`src/rtl/aon_tmr_pkg.sv`:
```
package aon_tmr_pkg;

   localparam int BUS_W = 32;

   // byte offsets decoded by software drivers
   localparam logic [7:0] OFS_CMD  = 8'h6C;
   localparam logic [7:0] OFS_END  = 8'h70;
   localparam logic [7:0] OFS_DIV  = 8'h74;
   localparam logic [7:0] OFS_CNT  = 8'h78;
   localparam logic [7:0] OFS_STAT = 8'h7C;

   localparam int CMD_RUN_BIT = 0;
   localparam int CMD_CLR_BIT = 1;

   typedef enum logic [2:0] {
      SEL_NONE,
      SEL_CMD,
      SEL_END,
      SEL_DIV,
      SEL_CNT,
      SEL_STAT
   } reg_sel_e;

endpackage

```
`src/rtl/aon_tmr_regs.sv`:
```
module aon_tmr_regs
   import aon_tmr_pkg::*;
#(
   parameter int ADDR_W  = 8,
   parameter int COUNT_W = 32,
   parameter int DIV_W   = 32
) (
   input  logic               clk,
   input  logic               rst_n,
   input  logic [ADDR_W-1:0]  reg_addr,
   input  logic               reg_we,
   input  logic [BUS_W-1:0]   reg_wdata,
   output logic [BUS_W-1:0]   reg_rdata,
   input  logic [COUNT_W-1:0] cnt_i,
   input  logic               flag_i,
   output logic               run_o,
   output logic               clr_o,
   output logic [COUNT_W-1:0] end_o,
   output logic [DIV_W-1:0]   div_o
);

   reg_sel_e            sel;
   logic                run_q;
   logic [COUNT_W-1:0]  end_q;
   logic [DIV_W-1:0]    div_q;
   logic                wr_cmd;

   always_comb begin
      sel = SEL_NONE;
      if (reg_addr == ADDR_W'(OFS_CMD))  sel = SEL_CMD;
      if (reg_addr == ADDR_W'(OFS_END))  sel = SEL_END;
      if (reg_addr == ADDR_W'(OFS_DIV))  sel = SEL_DIV;
      if (reg_addr == ADDR_W'(OFS_CNT))  sel = SEL_CNT;
      if (reg_addr == ADDR_W'(OFS_STAT)) sel = SEL_STAT;
   end

   assign wr_cmd = reg_we && (sel == SEL_CMD);
   // clear is a single-cycle strobe, never stored
   assign clr_o  = wr_cmd && reg_wdata[CMD_CLR_BIT];

   always_ff @(posedge clk or negedge rst_n) begin
      if (!rst_n) begin
         run_q <= 1'b0;
         end_q <= '0;
         div_q <= '0;
      end else begin
         if (wr_cmd)
            run_q <= reg_wdata[CMD_RUN_BIT];
         if (reg_we && (sel == SEL_END))
            end_q <= reg_wdata[COUNT_W-1:0];
         if (reg_we && (sel == SEL_DIV))
            div_q <= reg_wdata[DIV_W-1:0];
      end
   end

   always_comb begin
      case (sel)
         SEL_CMD:  reg_rdata = BUS_W'(run_q);
         SEL_END:  reg_rdata = BUS_W'(end_q);
         SEL_DIV:  reg_rdata = BUS_W'(div_q);
         SEL_CNT:  reg_rdata = BUS_W'(cnt_i);
         SEL_STAT: reg_rdata = BUS_W'(flag_i);
         default:  reg_rdata = '0;
      endcase
   end

   assign run_o = run_q;
   assign end_o = end_q;
   assign div_o = div_q;

endmodule

```
`src/rtl/aon_tmr_prescaler.sv`:
```
module aon_tmr_prescaler #(
   parameter int DIV_W = 32
) (
   input  logic             clk,
   input  logic             rst_n,
   input  logic             run_i,
   input  logic             clr_i,
   input  logic [DIV_W-1:0] div_i,
   output logic             tick_o
);

   logic [DIV_W-1:0] pre_q;
   logic [DIV_W-1:0] div_eff;
   logic [DIV_W-1:0] limit;
   logic             at_limit;

   // zero divider folds onto one
   assign div_eff  = (div_i == '0) ? DIV_W'(1) : div_i;
   assign limit    = div_eff - DIV_W'(1);
   // >= keeps a shrunk divider from stalling a phase already past it
   assign at_limit = (pre_q >= limit);
   assign tick_o   = run_i && !clr_i && at_limit;

   always_ff @(posedge clk or negedge rst_n) begin
      if (!rst_n)
         pre_q <= '0;
      else if (clr_i)
         pre_q <= '0;
      else if (run_i)
         pre_q <= at_limit ? '0 : pre_q + DIV_W'(1);
   end

endmodule

```
`src/rtl/aon_tmr_counter.sv`:
```
module aon_tmr_counter #(
   parameter int COUNT_W = 32
) (
   input  logic               clk,
   input  logic               rst_n,
   input  logic               clr_i,
   input  logic               tick_i,
   input  logic [COUNT_W-1:0] end_i,
   output logic [COUNT_W-1:0] cnt_o,
   output logic               flag_o
);

   logic [COUNT_W-1:0] cnt_q;
   logic [COUNT_W-1:0] cnt_nxt;
   logic               flag_q;
   logic               hit;

   assign cnt_nxt = cnt_q + COUNT_W'(1);   // natural wrap at full width
   assign hit     = tick_i && (cnt_nxt == end_i);

   always_ff @(posedge clk or negedge rst_n) begin
      if (!rst_n) begin
         cnt_q  <= '0;
         flag_q <= 1'b0;
      end else if (clr_i) begin
         cnt_q  <= '0;
         flag_q <= 1'b0;
      end else begin
         if (tick_i) cnt_q  <= cnt_nxt;
         if (hit)    flag_q <= 1'b1;
      end
   end

   assign cnt_o  = cnt_q;
   assign flag_o = flag_q;

endmodule

```
`src/rtl/aon_match_timer.sv`:
```
module aon_match_timer
   import aon_tmr_pkg::*;
#(
   parameter int ADDR_W  = 8,
   parameter int COUNT_W = 32,
   parameter int DIV_W   = 32
) (
   input  logic              clk,
   input  logic              rst_n,
   input  logic [ADDR_W-1:0] reg_addr,
   input  logic              reg_we,
   input  logic [BUS_W-1:0]  reg_wdata,
   output logic [BUS_W-1:0]  reg_rdata,
   output logic              match_evt_o
);

   if (ADDR_W < 8) begin : g_bad_addr
      $error("ADDR_W must cover the 8-bit register offsets");
   end
   if (COUNT_W < 1 || COUNT_W > BUS_W) begin : g_bad_cnt
      $error("COUNT_W must lie in 1..32");
   end
   if (DIV_W < 1 || DIV_W > BUS_W) begin : g_bad_div
      $error("DIV_W must lie in 1..32");
   end

   logic               run_w;
   logic               clr_w;
   logic               tick_w;
   logic               flag_w;
   logic [COUNT_W-1:0] cnt_w;
   logic [COUNT_W-1:0] end_w;
   logic [DIV_W-1:0]   div_w;

   aon_tmr_regs #(
      .ADDR_W  (ADDR_W),
      .COUNT_W (COUNT_W),
      .DIV_W   (DIV_W)
   ) u_regs (
      .clk       (clk),
      .rst_n     (rst_n),
      .reg_addr  (reg_addr),
      .reg_we    (reg_we),
      .reg_wdata (reg_wdata),
      .reg_rdata (reg_rdata),
      .cnt_i     (cnt_w),
      .flag_i    (flag_w),
      .run_o     (run_w),
      .clr_o     (clr_w),
      .end_o     (end_w),
      .div_o     (div_w)
   );

   aon_tmr_prescaler #(
      .DIV_W (DIV_W)
   ) u_pre (
      .clk    (clk),
      .rst_n  (rst_n),
      .run_i  (run_w),
      .clr_i  (clr_w),
      .div_i  (div_w),
      .tick_o (tick_w)
   );

   aon_tmr_counter #(
      .COUNT_W (COUNT_W)
   ) u_cnt (
      .clk    (clk),
      .rst_n  (rst_n),
      .clr_i  (clr_w),
      .tick_i (tick_w),
      .end_i  (end_w),
      .cnt_o  (cnt_w),
      .flag_o (flag_w)
   );

   assign match_evt_o = flag_w;

endmodule

```
`config.mk`:
```
export PLATFORM = sky130hd
export DESIGN_NAME = aon_match_timer
export DESIGN_NICKNAME = d
export VERILOG_FILES = /design/src/rtl/aon_tmr_pkg.sv /design/src/rtl/aon_tmr_regs.sv /design/src/rtl/aon_tmr_prescaler.sv /design/src/rtl/aon_tmr_counter.sv /design/src/rtl/aon_match_timer.sv
export SDC_FILE = /design/constraint.sdc
export NUM_CORES = 1
export LEC_CHECK = 0
export BUFFER_PORTS_ARGS = -buffer_cell sky130_fd_sc_hd__buf_2
export CAP_MARGIN = 10
export CORE_MARGIN = 4
export CORE_UTILIZATION = 55
export DETAILED_ROUTE_END_ITERATION = 8
export PLACE_DENSITY = 0.8
export SYNTH_ARGS = -nofsm -noshare
export SYNTH_HDL_FRONTEND = slang
export SYNTH_SLANG_ARGS = --single-unit
export TNS_END_PERCENT = 50
```
`constraint.sdc`:
```
create_clock -name clk -period 5.3 [get_ports clk]
set_clock_uncertainty 0.1 [all_clocks]
set_input_delay 0.53 -clock clk [delete_from_list [all_inputs] [get_ports clk]]
set_output_delay 0.53 -clock clk [all_outputs]
set_load 0.05 [all_outputs]
```
==> results.json, run 1 <==
{
  "r2r_slack_ns": 0.24,
  "crit_type": "flop to flop",
  "crit_chain": "or4_4 > nor4_4 > nand2b_1 > nor3_4 > a31o_2 > inv_1 > ha_1 > nand2_1 > or4_4 > nor2_1 > and3_1 > nand2_1 > xor2_1 > ha_1 > a21oi_1 > nand2_1 > a221oi_4 > o21ai_2 > nor3_4 > clkbuf_16 > a21oi_1 > o21ai_0",
  "cellPowerDensity_mw_per_mm2": 280,
  "insertion_delay_ns": 0.43,
  "crit_path_end": "u_pre.pre_q[25]$_DFFE_PN0P_",
  "area_growth_pct": 13.8,
  "cts_buffers": 17,
  "final_cells": 1271,
  "ys_seq_elements": 130,
  "leakagePower_uw": 0.00478,
  "startpoint_type": "flop",
  "fin_ws_ns": 0.239,
  "grt_pass1_wl_um": 39100,
  "synth_edf_count": 0,
  "crit_slowest_cell": "or4_4",
  "cts_root_buffer": "clkbuf_16",
  "numPortBuffers": 75,
  "critPathBufInv": 2,
  "row_count": 46,
  "layout_commonest_cell": "dfrtp_1",
  "relSlewSlack": 0.230,
  "crit_required_ns": 5.53,
  "timing.hold.ws_ns": 0.0536,
  "power.total_uw": 2870,
  "hp-class": "primary input to asynchronous set/reset pin",
  "cts.clk_slew.worst_paths_ns": 0.06,
  "gp_congestion": 0.921,
  "grt_pass1_vias": 7337,
  "die_w_um": 136,
  "yosys.cell_types.count": 63,
  "period_needed_ns": 5.06,
  "routed_via_density": 6.27,
  "dr.first_iter.drc_count": 828,
  "min_period_over_period": 0.955,
  "syn-num-nets": 1064,
  "r2r_end": "u_pre.pre_q[25]$_DFFE_PN0P_",
  "ioPinCount": 76,
  "core_area_mm2": 0.0159,
  "track_usage": 0.270,
  "status": "completed",
  "start_util": 0.565,
  "grt_max_degree": 88,
  "crit_family": "simple AND/OR/NAND/NOR gates",
  "post_dp_cell_area_mm2": 0.00961,
  "grt_overflow": 0,
  "ant_nets": 0,
  "rr_startpoint": "u_regs.div_o[25]$_DFFE_PN0P_",
  "drc": 0,
  "netlist.area_leader.share": 0.361,
  "synthCells": 986,
  "met2_usage": 0.414,
  "routed_wl_um": 25000,
  "clockBufferDepth": 2,
  "grtUsageMet3": 0.0533,
  "grt-busiest-layer": "met2",
  "crit_fanout": 14,
  "critPathMaxStageDelay_ns": 0.57,
  "worstMarginPinSlew_ns": 1.15,
  "place_ws_ns": -0.0664,
  "h-tree-depth": 4,
  "rr_worst_depth": 22,
  "drv_slew": 0,
  "fin_area_mm2": 0.0102,
  "numPlacedInstances": 1238,
  "synth-async-reset-ratio": 1.00,
  "fill_cells": 1256,
  "syn_avg_cell_area_um2": 9.13,
  "synth_seq_area_share": 0.361,
  "dieArea_mm2": 0.0185,
  "yosysWarnings": 0,
  "layout_common_cells": "130 x dfrtp_1, 126 x nor2_1, 74 x buf_2",
  "syn-cell-area_mm2": 0.00900,
  "synthFlopType": "dfrtp_1",
  "setup_viol": 0,
  "startpoint": "u_regs.div_o[25]$_DFFE_PN0P_",
  "vias": 7973,
  "hpwl_um": 17300,
  "cts_tree": "done",
  "cts_sinks": 130,
  "wire_per_inst_um": 19.7,
  "antenna_found_initial": 0,
  "num-nets-final": 1121,
  "die_y_um": 136,
  "grtUsageMet1": 0.382,
  "ys_top_cells_by_area": "dfrtp_1 36%, mux2_2 7.6%, nor2_1 5.3%, xnor2_1 5.1%, ha_1 4.9%",
  "end_kind": "flop",
  "ir_drop_v": 0.000252,
  "critPathArrivalTime_ns": 5.29,
  "insertedDiodeCount": 0,
  "crit_top_cell": "nand2_1",
  "finalHoldViolCount": 0,
  "post_cts.repair.setup_buffers": 0,
  "drive_gt1_frac": 0.210,
  "cp.depth": 22,
  "fmax_mhz": 198,
  "dr.pass1.iters": 5,
  "cap_violations": 0,
  "yosys.area.top_type": "dfrtp_1"
}
==> cell families after synthesis <==
kind of cell | share of synthesized area
AND/OR/NAND/NOR | 0.204
buffers and inverters | 0.0375
XOR/XNOR | 0.103
AO/OA/AOI/OAI | 0.127
adder cells (fa/ha/maj) | 0.0486
multiplexers | 0.118
flip-flops | 0.361
==> worst min path at each step <==
stage,from,end,slack [ns],depth (start not counted)
2_1_floorplan,rst_n,u_cnt.cnt_o[0]$_DFFE_PN0P_,0.13,0
3_3_place_gp,u_pre.pre_q[30]$_DFFE_PN0P_,u_pre.pre_q[30]$_DFFE_PN0P_,0.42,1
3_5_place_dp,u_regs.end_o[2]$_DFFE_PN0P_,u_regs.end_o[2]$_DFFE_PN0P_,0.43,1
4_1_cts,rst_n,u_pre.pre_q[9]$_DFFE_PN0P_,0.10,1
5_1_grt,rst_n,u_pre.pre_q[4]$_DFFE_PN0P_,0.11,1
6_report,rst_n,u_pre.pre_q[4]$_DFFE_PN0P_,0.05,1
==> synthesized netlist by cell type, types with 4 or more instances <==
| library cell | instances |
|---|---|
| a211oi_1 | 5 |
| a21o_1 | 6 |
| a21oi_1 | 63 |
| a22o_1 | 6 |
| a31oi_1 | 23 |
| and2_1 | 10 |
| and3_1 | 17 |
| and4_1 | 8 |
| buf_1 | 4 |
| buf_2 | 21 |
| buf_6 | 4 |
| clkbuf_1 | 33 |
| dfrtp_1 | 130 |
| ha_1 | 35 |
| inv_1 | 13 |
| mux2_2 | 61 |
| mux2i_1 | 32 |
| nand2_1 | 53 |
| nand2b_1 | 13 |
| nand3_1 | 29 |
| nand4_1 | 19 |
| nor2_1 | 126 |
| nor2b_1 | 4 |
| nor3_1 | 27 |
| nor3b_1 | 4 |
| nor4_1 | 14 |
| nor4b_1 | 4 |
| o211ai_1 | 8 |
| o21ai_0 | 42 |
| o21bai_1 | 8 |
| or3_1 | 4 |
| or4_1 | 9 |
| xnor2_1 | 52 |
| xor2_1 | 50 |
==> repair_timing <==
action | in CTS | in global routing
resized for setup | 1 | 19
endpoints found under the setup margin | 29 | 65
hold buffers | 0 | 0
pin swaps | 0 | 3
cloned | 0 | 2
==> through the flow <==
stage	utilization	setup TNS, ns
final	0.643	0
after global routing	0.643	-0.112
after CTS	0.635	0
after detailed placement	0.602	-0.398
after global placement	0.602	0
after floorplan	-	0
==> power by group <==
part           switching (uW)  internal [uW]
combinational             356            285
sequential                119           1060
clock                     447            602
==> area by class of cell <==
cell class | instances | area, um2 | share of cell area
Clock inverter | 10 | 63.8 | 0.00623
Multi-Input combinational cell | 781 | 5540 | 0.541
Timing Repair Buffer | 100 | 614 | 0.0600
Tap cell | 216 | 270 | 0.0264
Clock buffer | 21 | 450 | 0.0440
Inverter | 13 | 48.8 | 0.00476
Sequential cell | 130 | 3250 | 0.318
==> registers in the layout (all words and copies together), names as in the netlist <==
| register | flops |
|---|---|
| u_regs.end_o | 32 |
| u_regs.div_o | 32 |
| u_cnt.cnt_o | 32 |
| u_cnt.flag_o | 1 |
| u_regs.run_o | 1 |
| u_pre.pre_q | 32 |
==> layer usage <==
layer / vias up / share of wire
li1: 3653 / -
met1: 3903 / 0.42
met2: 367 / 0.47
met3: 50 / 0.083
met4: 0 / 0.025
met5: - / 0
No activity file was read; power rests on OpenSTA's default activity.
==> run 2: changes to the inputs <==
Settings changed: REMOVE_ABC_BUFFERS from default to 1.
==> results.json, run 2 (synthesized netlist as in run 1, its figures left out) <==
{
  "status": "completed",
  "cts_root_buffer": "clkbuf_16",
  "ir_drop_v": 0.000231,
  "power.total_uw": 3020,
  "r2r_slack_ns": 0.24,
  "period_needed_ns": 5.06,
  "core_area_mm2": 0.0159,
  "startpoint_type": "flop",
  "crit_fanout": 28,
  "h-tree-depth": 4,
  "drc": 0,
  "rr_startpoint": "u_regs.div_o[26]$_DFFE_PN0P_",
  "rr_worst_depth": 23,
  "r2r_end": "u_pre.pre_q[15]$_DFFE_PN0P_",
  "layout_common_cells": "130 x dfrtp_1, 126 x nor2_1, 74 x buf_2",
  "crit_required_ns": 5.51,
  "worstMarginPinSlew_ns": 1.07,
  "leakagePower_uw": 0.00483,
  "hp-class": "primary input to asynchronous set/reset pin",
  "fill_cells": 1285,
  "start_util": 0.565,
  "end_kind": "flop",
  "relSlewSlack": 0.285,
  "drv_slew": 0,
  "finalHoldViolCount": 0,
  "cts_sinks": 130,
  "cap_violations": 0,
  "clockBufferDepth": 2,
  "cts.clk_slew.worst_paths_ns": 0.06,
  "min_period_over_period": 0.954,
  "final_cells": 1276,
  "wire_per_inst_um": 19.6,
  "fmax_mhz": 198,
  "numPlacedInstances": 1240,
  "grt_max_degree": 84,
  "setup_viol": 0,
  "routed_wl_um": 25000,
  "area_growth_pct": 14.8,
  "dr.pass1.iters": 5,
  "grt_pass1_vias": 7509,
  "insertedDiodeCount": 0,
  "crit_type": "flop to flop",
  "num-nets-final": 1126,
  "row_count": 46,
  "dr.first_iter.drc_count": 723,
  "grt_overflow": 0,
  "die_w_um": 136,
  "routed_via_density": 6.23,
  "ctsHoldBuffers": 0,
  "track_usage": 0.273,
  "ant_nets": 0,
  "die_y_um": 136,
  "critPathArrivalTime_ns": 5.27,
  "cellPowerDensity_mw_per_mm2": 293,
  "hpwl_um": 17600,
  "cts_tree": "done",
  "ioPinCount": 76,
  "cts_buffers": 17,
  "drive_gt1_frac": 0.215,
  "antenna_found_initial": 0,
  "dieArea_mm2": 0.0185,
  "layout_commonest_cell": "dfrtp_1",
  "insertion_delay_ns": 0.43,
  "timing.hold.ws_ns": 0.0567,
  "gp_congestion": 0.920,
  "numPortBuffers": 75,
  "grt_pass1_wl_um": 39700,
  "vias": 7955
}
-- run 2: cell count changes in the layout (fill, tap and decap cells not counted), moves of 2 or more --
cell / previous run / this run
clkbuf_8: 1 / 5
clkbuf_1: 3 / 1
nor3_2: 1 / 4
clkinv_2: 6 / 3
buf_4: 20 / 27
nor3_4: 4 / 1
bufinv_16: 0 / 2
clkinv_4: 3 / 1
-- run 2: timing repair --
item,4_1_cts,5_1_grt
buffers inserted,0,4
cloned,0,1
endpoints found under the setup margin,1,64
resized for setup,1,13
pin swaps,0,3
-- run 2: critical path: stages (launching register included) --
cell and delay, ns:
dfrtp_1 0.41, or4_4 0.57, nor4_2 0.18, nand2b_1 0.17, nor3_2 0.27, a31o_2 0.23, inv_1 0.07, ha_1 0.22
nand2_1 0.13, or4_1 0.16, buf_4 0.14, nor2_1 0.05, xnor2_1 0.14, ha_1 0.31, and4_1 0.20, nor4b_2 0.27
a2111oi_2 0.12, buf_4 0.16, a211oi_2 0.27, nor3_2 0.07, buf_4 0.15, clkbuf_16 0.19, a21o_1 0.17, a22o_1 0.18
-- run 2: final cells by class --
type                       instances  area (um2)  area share
tap                              216         270      0.0262
sequential                       130        3250       0.315
clock buffer                      23         498      0.0482
timing repair buffer             105         641      0.0620
inverter                          13        48.8     0.00472
multi-input combinational        781        5520       0.535
clock inverter                     8         100     0.00969
-- run 2: through the flow --
step	worst slack, ns	utilization	cell area (um2)	TNS, ns
detailed placement	0.0580	0.603	9620	0
global route	-0.0596	0.648	10300	-0.436
finish	0.245	0.648	10300	0
global placement	0.154	0.603	9620	0
CTS	0.0967	0.641	10200	0
floorplan	-1.91	-	8720	-69.55
-- run 2: metal layers --
metal | up-vias | GRT usage | routed length, um
li1 | 3664 | - | -
met1 | 3842 | 0.375 | 10600
met2 | 404 | 0.432 | 11700
met3 | 45 | 0.0526 | 2130
met4 | 0 | 0.104 | 602
met5 | - | 0 | 0
-- run 2: worst max-delay path by stage --
stage,start,end,slack [ns],cells after the start
floorplan,u_regs.div_o[17]$_DFFE_PN0P_,u_pre.pre_q[17]$_DFFE_PN0P_,-1.91,19
global placement,u_regs.div_o[17]$_DFFE_PN0P_,u_pre.pre_q[19]$_DFFE_PN0P_,0.15,22
detailed placement,u_regs.div_o[17]$_DFFE_PN0P_,u_pre.pre_q[19]$_DFFE_PN0P_,0.06,22
CTS,u_regs.div_o[17]$_DFFE_PN0P_,u_pre.pre_q[19]$_DFFE_PN0P_,0.1,22
global route,u_regs.div_o[26]$_DFFE_PN0P_,u_pre.pre_q[24]$_DFFE_PN0P_,-0.06,22
finish,u_regs.div_o[26]$_DFFE_PN0P_,u_pre.pre_q[15]$_DFFE_PN0P_,0.24,23
-- run 2: report_power, final --
| part | leakage [uW] | switching, uW | internal (uW) |
|---|---|---|---|
| registers | 0.00177 | 122 | 1060 |
| logic | 0.00276 | 357 | 282 |
| clock network | 0.000295 | 448 | 752 |
==> run 3: changes to the inputs <==
Settings changed: CORE_UTILIZATION 55 to 40, PLACE_DENSITY 0.8 to 0.63, RECOVER_POWER from default to 100.
==> results.json, run 3 (synthesized netlist as in run 1, its figures left out) <==
{
  "crit_path_end": "u_pre.pre_q[17]$_DFFE_PN0P_",
  "routed_wl_um": 25400,
  "leakagePower_uw": 0.00468,
  "timing.hold.ws_ns": 0.227,
  "clockPowerShare": 0.402,
  "clockBufferDepth": 2,
  "rr_startpoint": "u_regs.div_o[26]$_DFFE_PN0P_",
  "insertedDiodeCount": 0,
  "routed_via_density": 5.79,
  "cap_violations": 5,
  "antenna_found_initial": 0,
  "r2r_slack_ns": 0.23,
  "cellPowerDensity_mw_per_mm2": 295,
  "fmax_mhz": 197,
  "start_util": 0.410,
  "grt_pass1_wl_um": 40000,
  "final_cells": 1342,
  "die_w_um": 158,
  "grt_overflow": 0,
  "fill_cells": 2093,
  "core_area_mm2": 0.0220,
  "dieArea_mm2": 0.0250,
  "ctsHoldBuffers": 0,
  "critPathArrivalTime_ns": 5.32,
  "cts_buffers": 17,
  "relSlewSlack": -0.610,
  "grt_pass1_vias": 7231,
  "combPwrFrac": 0.211,
  "rr_worst_depth": 21,
  "dr.pass1.iters": 5,
  "layout_common_cells": "130 x dfrtp_1, 126 x nor2_1, 63 x a21oi_1",
  "startpoint_type": "flop",
  "ant_nets": 0,
  "violations": "capacitance limit, slew limit",
  "setup_viol": 0,
  "status": "finished, violations left",
  "numPortBuffers": 75,
  "numPlacedInstances": 1306,
  "pwr-share-seq": 0.387,
  "drc": 0,
  "startpoint": "u_regs.div_o[26]$_DFFE_PN0P_",
  "cts_sinks": 130,
  "track_usage": 0.203,
  "drv_slew": 223,
  "ir_drop_v": 0.000199,
  "insertion_delay_ns": 0.44,
  "h-tree-depth": 4,
  "area_growth_pct": 15.1,
  "vias": 7773,
  "r2r_end": "u_pre.pre_q[17]$_DFFE_PN0P_",
  "wire_per_inst_um": 19.0,
  "crit_type": "flop to flop",
  "num-nets-final": 1127,
  "cts_root_buffer": "clkbuf_16",
  "crit_fanout": 28,
  "row_count": 54,
  "grt_max_degree": 91,
  "layout_commonest_cell": "dfrtp_1",
  "finalHoldViolCount": 0,
  "drive_gt1_frac": 0.181,
  "cts.clk_slew.worst_paths_ns": 0.06,
  "fin_ws_ns": 0.229,
  "die_y_um": 158,
  "gp_congestion": 0.869,
  "min_period_over_period": 0.957,
  "ioPinCount": 76,
  "fin_util": 0.472,
  "hp-class": "primary input to flop",
  "internal_power_uw": 2110,
  "place_ws_ns": 0.0736,
  "crit_required_ns": 5.55,
  "dr.first_iter.drc_count": 646,
  "hpwl_um": 17800,
  "period_needed_ns": 5.07,
  "worstMarginPinSlew_ns": 2.42,
  "netSwitchingPower_uw": 946,
  "cts_tree": "done",
  "end_kind": "flop",
  "swShare": 0.309
}
## run 3: metal layers
metal | part of all wire | global-route usage | up-vias
li1 | - | - | 3679
met1 | 0.47 | 0.296 | 3813
met2 | 0.45 | 0.305 | 252
met3 | 0.065 | 0.0440 | 29
met4 | 0.015 | 0.0577 | 0
met5 | 0 | 0 | -
## run 3: repair_timing
action                                  in CTS  in global routing
setup buffers                                0                  2
endpoints found under the setup margin       0                 65
resized for setup                            0                 16
hold endpoints to repair                     0                  0
## run 3: power by group through the flow
stage / Sequential (uW) / Clock (uW) / Combinational (uW)
floorplan: 1160 / 0 / 403
global placement: 1190 / 0 / 587
detailed placement: 1190 / 0 / 601
CTS: 1180 / 1250 / 608
global route: 1190 / 1290 / 720
finish: 1180 / 1230 / 647
## run 3: critical path: stages (launching register included)
cell and delay, ns:
dfrtp_1 0.41, or4_4 0.59, nor4_4 0.18, nand2b_1 0.16
nor3_2 0.30, a31o_2 0.24, inv_1 0.06, ha_1 0.22
nand2_1 0.14, or4_4 0.18, nor2_1 0.08, and2_1 0.17
nand2_1 0.07, xor2_1 0.20, ha_1 0.27, a21o_1 0.16
a221oi_1 0.45, o21ai_2 0.14, nor3_4 0.33, buf_6 0.30
a21oi_1 0.12, a31oi_1 0.14
## run 3: stage by stage
stage          power, uW  TNS, ns  cell area, um2
3_5_place_dp        1800        0            9720
3_3_place_gp        1780        0            9720
5_1_grt             3200   -0.352           10400
2_1_floorplan       1560   -69.55            8720
6_report            3060        0           10400
4_1_cts             3040        0           10300
## run 3: final cells by class
cell class | instances | area [um2] | area share
Tap cell | 280 | 350 | 0.0338
Sequential cell | 130 | 3250 | 0.314
Multi-Input combinational cell | 781 | 5510 | 0.532
Clock inverter | 13 | 159 | 0.0153
Clock buffer | 19 | 453 | 0.0437
Timing Repair Buffer | 106 | 588 | 0.0567
Inverter | 13 | 48.8 | 0.00471
## run 3: worst min path at each step
stage	from	end	slack, ns	cells after the start
4_1_cts	rst_n	u_regs.end_o[21]$_DFFE_PN0P_	0.12	1
5_1_grt	reg_wdata[16]	u_regs.end_o[16]$_DFFE_PN0P_	0.22	2
2_1_floorplan	rst_n	u_cnt.cnt_o[0]$_DFFE_PN0P_	0.13	0
3_5_place_dp	u_pre.pre_q[12]$_DFFE_PN0P_	u_pre.pre_q[12]$_DFFE_PN0P_	0.43	1
3_3_place_gp	u_pre.pre_q[17]$_DFFE_PN0P_	u_pre.pre_q[17]$_DFFE_PN0P_	0.42	1
6_report	reg_wdata[6]	u_regs.end_o[6]$_DFFE_PN0P_	0.23	2
